$ cat src/rtl/slot_rx.sv
module slot_rx #(
  parameter int WORD_W = 8,
  parameter int NSLOTS = 5
) (
  input  logic              clk,
  input  logic              rst_n,
  input  logic              fsync,
  input  logic              sdata,
  input  logic [NSLOTS-1:0] slot_mask,
  input  logic              irq_en,
  input  logic              rd_strobe,
  output logic [WORD_W-1:0] rdata,
  output logic              rx_full,
  output logic              overrun,
  output logic              irq
);
  localparam int BW = (WORD_W > 1) ? $clog2(WORD_W) : 1;
  localparam int SW = (NSLOTS > 1) ? $clog2(NSLOTS) : 1;
  localparam logic [BW-1:0] LAST_BIT  = BW'(WORD_W - 1);
  localparam logic [SW-1:0] LAST_SLOT = SW'(NSLOTS - 1);

  logic [WORD_W-1:0] sh;
  logic [BW-1:0]     bit_cnt;
  logic [SW-1:0]     slot;
  logic              synced;

  wire [WORD_W-1:0] word_in   = {sh[WORD_W-2:0], sdata};
  wire              word_done = synced && !fsync && (bit_cnt == LAST_BIT);
  wire              take      = word_done && slot_mask[slot];

  always_ff @(posedge clk) begin
    if (!rst_n) begin
      sh      <= '0;
      bit_cnt <= '0;
      slot    <= '0;
      synced  <= 1'b0;
    end else begin
      sh <= word_in;
      if (fsync) begin
        synced  <= 1'b1;
        bit_cnt <= BW'(1);
        slot    <= '0;
      end else if (word_done) begin
        bit_cnt <= '0;
        slot    <= (slot == LAST_SLOT) ? '0 : slot + 1'b1;
      end else if (synced) begin
        bit_cnt <= bit_cnt + 1'b1;
      end
    end
  end

  always_ff @(posedge clk) begin
    if (!rst_n) begin
      rdata   <= '0;
      rx_full <= 1'b0;
      overrun <= 1'b0;
    end else begin
      if (take) rdata <= word_in;
      rx_full <= take | (rx_full & ~rd_strobe);
      overrun <= (take & rx_full & ~rd_strobe) | (overrun & ~rd_strobe);
    end
  end

  assign irq = rx_full & irq_en;
endmodule

$ cat config.mk
export PLATFORM = sky130hd
export DESIGN_NAME = slot_rx
export DESIGN_NICKNAME = d
export VERILOG_FILES = /design/src/rtl/slot_rx.sv
export SDC_FILE = /design/constraint.sdc
export NUM_CORES = 1
export LEC_CHECK = 0
export BUFFER_PORTS_ARGS = -buffer_cell sky130_fd_sc_hd__buf_2
export CAP_MARGIN = 30
export CORE_AREA = 2 2 48 50
export DETAILED_ROUTE_END_ITERATION = 10
export DIE_AREA = 0 0 50 52
export MAX_ROUTING_LAYER = met4
export PLACE_DENSITY = 0.84
export SLEW_MARGIN = 20
export SYNTH_ARGS = -nofsm -noshare
export SYNTH_HDL_FRONTEND = slang
export SYNTH_SLANG_ARGS = --single-unit
$ cat constraint.sdc
create_clock -name clk -period 1.66 [get_ports clk]
set_input_delay 0.332 -clock clk [delete_from_list [all_inputs] [get_ports clk]]
set_output_delay 0.332 -clock clk [all_outputs]
set_load 0.02 [all_outputs]
[Word level (Yosys, flattened, before mapping)]
Cells that the tools add are included.
Storage, ports and cells
  flip-flop bits (word level): 24
  bits in latches: 0
  memory bits (writable): 0
  ROM bits: 0
  input port bits: 11
  output and inout port bits: 11
  memories kept: 0
Operators by class
  add/subtract/negate cells: 2
  multipliers: 0
  divide/modulo/power cells: 0
  order comparisons: 1
  equality and inequality tests: 2
  shift operators: 0
  multiplexer cells: 6
  bitwise operators: 9
  reductions and logical operators: 7
Operators with widths (number)
  adder 3 x 1 -> 3 bit (second input constant): 2
  == test 3 bit (second input constant): 2
  AND 1 bit: 5
  < comparator 3 x 4 -> 1 bit (second input constant): 1
  two-way mux 1 bit: 4
  binary-select mux 1 bit (select 3 bit): 1
  logical AND 1 bit: 3
  two-way mux 3 bit: 1
  nonzero test 3 bit: 1
  OR reduction 3 bit: 1
  inverter 1 bit: 2
  bitwise OR 1 bit: 2
  OR reduction 2 bit: 1
  zero test 1 bit: 1

[Longest topological paths before layout]
  depth in word-level cells: 7
  depth in mapped cells: 6
  depth with buffers taken out: 6

[Worst setup path after synthesis]
OpenSTA, ideal clock, no wires.
  kind: register to register
  start: reg bit_cnt[0]
  end: reg rdata[7]
  setup time: 0.122 ns
  data arrival time: 1.339 ns
  slack: 0.199 ns
  stages on the path, launching flop included: 7
  path buffers: 0
  cell sequence: dfxtp_1 -> ha_1 -> ha_1 -> and3b_1 -> and3_1 -> a21oi_1 -> nand3b_1
On the way
  longest elaborated chain between the ends: 3
Ends and longest elaborated chain
  start, declared: RTL line 23  | logic [BW-1:0] bit_cnt;
  start signal, assigned: RTL line 47  | bit_cnt <= bit_cnt + 1'b1;
  == test 3 bit: RTL line 28  | wire word_done = synced && !fsync && (bit_cnt == LAST_BIT);
  logical AND 1 bit: RTL line 28
  logical AND 1 bit: RTL line 29  | wire take = word_done && slot_mask[slot];
  end signal, assigned: RTL line 58  | if (take) rdata <= word_in;
  end, declared: RTL line 12  | output logic [WORD_W-1:0] rdata,
Every way passes these cells.
A chain may end at the register's enable or synchronous reset.

[Final worst setup path]
Ends and elaborated chain as after synthesis.

==> impl_metrics.yaml <==
layout:
  n_antenna_cell: 0
  final_cell_mix: "dfxtp_1 (24), buf_2 (21), nand2_1 (17)"
  finalNetCount: 147
  final_common_cell: "dfxtp_1"
  area_growth_syn_to_layout_pct: 20.2
  finalInstanceArea_um2: 1210
  layout-drive-gt1-share_pct: 25.2
timing:
  final-hold-violation-count: 0
  whs_ns: 0.235
  setup_viol: 0
  relSlewSlack_pct: 76.4
  finalCriticalPeriod_ns: 1.54
  tns_ns: 0
  fmax_mhz: 648
  drv_slew: 0
  period_share_pct: 92.9
  rsz0062_at_grt: "false"
  tightest_slew_ns: 0.353
  worst_clock_skew_ns: 0.00202
  setup_ws_ns: 0.118
placement:
  gp_congestion: 0.790
  io_buffers: 21
  hpwl_um: 1360
  dpl_cell_area_um2: 1140
  dp_worst_setup_slack_ns: 0.0760
worst_setup_path:
  timing.rr.end: "rdata[7]"
  start_kind: "flip-flop"
  crit_path_end_kind: "flip-flop"
  rrSetupSlack_ns: 0.12
  crit_start: "bit_cnt[0]"
  path_class: "reg2reg"
  r2r_cells: 6
  cp_max_fo: 7
  crit_end: "rdata[7]"
  cp.arrival_ns: 1.75
  crit_required_ns: 1.87
  r2r-start: "bit_cnt[0]"
detailed_routing:
  drc_errors: 0
  via_per_inst: 5.01
  vias: 797
  routedWlPerCell_um: 11.5
  drt_pre_antenna_iters: 2
  ant_nets: 0
  routed_wl_um: 1820
  drt_iter0_drc: 4
clock_network:
  clock_latency_ns: 0.30
  cts-hold-fix-buffers: 0
  cts.clk_slew.worst_paths_ns: 0.12
  numCtsBuffers: 3
  cts_sinks: 24
  cts_root_buf: "clkbuf_4"
  cts_tree: "yes"
  h-tree-depth: 1
  clockBufferDepth: 2
logic_synthesis:
  syn_area_um2: 1010
  synth_edf_count: 0
  synth_area_leader_cell: "dfxtp_1"
  ys_types: 26
  syn_area_per_cell_um2: 9.34
  synthCells: 108
  ys_seq_area_share_pct: 47.6
  async_flop_share_pct: 0
  synth_warnings: 0
  synth_fp_nets: 123
  ys_top_cells_by_area: "dfxtp_1 (48%), mux2i_1 (8.9%), nand2_1 (6.3%), ha_1 (5.0%), inv_1 (3.7%)"
  synth_top_area_share_pct: 47.6
  ys.flop_type: "dfxtp_1"
  ys_seq_elements: 24
min_path:
  hp-class: "in2reg"
status:
  status: "completed"
global_routing:
  grt_first_pass_wirelength_um: 3090
  grtUsageTotal_pct: 16.2
  grt_start_max_net_pins: 22
  grt_overflow: 0
  grt_pass1_vias: 749
  antenna_found_initial: 0
power_and_ir_drop:
  power_uw: 1050
  p_per_area_nw_per_um2: 863
  leakage_uw: 0.000600
  ir_drop_mv: 0.698
floorplan:
  die_w_um: 50
  core_area_um2: 2110
  ios: 22
  initial_core_util_pct: 47.9
  dieArea_um2: 2600
  num_rows: 17
  die_y_um: 52
job:
  timing.max_cap.violations: 0
kinds of logic after synthesis:
group                      synth area share [%]
muxes                                      10.0
buffers and inverters                      4.96
and+or+nand+nor                            20.6
DFF                                        47.6
adders and majority gates                  4.96
AOI/OAI and AO/OA                          11.8
sequential cells by signal, indices dropped and copies added (netlist names):
register / count
rx_full: 1
synced: 1
bit_cnt: 3
slot: 3
overrun: 1
rdata: 8
sh: 7
worst min path at each step:
stage                     slack (ns)  endpoint  start  depth (start not counted)
after floorplan                 0.40     sh[1]  sh[0]                          2
after global placement          0.41     sh[4]  sh[3]                          2
after detailed placement        0.42     sh[1]  sh[0]                          2
after CTS                       0.23     sh[0]  sdata                          3
after global routing            0.21     sh[0]  sdata                          3
final                           0.24     sh[0]  sdata                          3
cell type report:
cell class / count / area (µm²)
Clock buffer: 3 / 22.5
Fill cell: 198 / 893
Timing Repair Buffer: 22 / 125
Multi-Input combinational cell: 71 / 482
Sequential cell: 24 / 480
Tap cell: 28 / 35.0
Clock inverter: 1 / 30.0
Inverter: 10 / 37.5
worst max-delay path, cell delays in order, from the launching register on:
cell	delay [ns]
dfxtp_1	0.35
ha_1	0.20
ha_2	0.21
and3b_2	0.24
and3_1	0.20
a21oi_1	0.15
nand3b_1	0.09
cells in the mapped netlist (all sizes together), types with 2 or more instances:
master and n:
dfxtp 24, inv 10, a211oi 2, nand2b 6, mux2i 9, o21ai 3, nor2 5, clkbuf 2
nand2 17, nand3 2, o21a 2, ha 4, nand3b 4, a21oi 7
through the flow:
stage,instances,util (%)
finish,159,57.6
global route,159,57.6
CTS,158,56.4
detailed placement,154,54.0
global placement,154,54.0
floorplan,108,-
timing repair:
item / CTS / global route
buffers inserted: 0 / 1
resized for setup: 0 / 2
setup endpoints to repair: 0 / 6
per-layer routing:
| layer | part of all wire (%) | vias to the layer above | routed length [µm] | GRT usage [%] |
|---|---|---|---|---|
| li1 | - | 408 | - | - |
| met2 | 51 | 16 | 932 | 28.3 |
| met1 | 42 | 371 | 770 | 16.8 |
| met5 | 0 | - | 0 | - |
| met3 | 5.5 | 2 | 100 | 4.02 |
| met4 | 1.0 | 0 | 19 | 8.33 |
power breakdown:
part,switching (µW),internal [µW]
clock,165,244
sequential,7.20,584
combinational,23.6,21.9
total,196,850
Note: power is estimated with default switching activity, not from simulation.
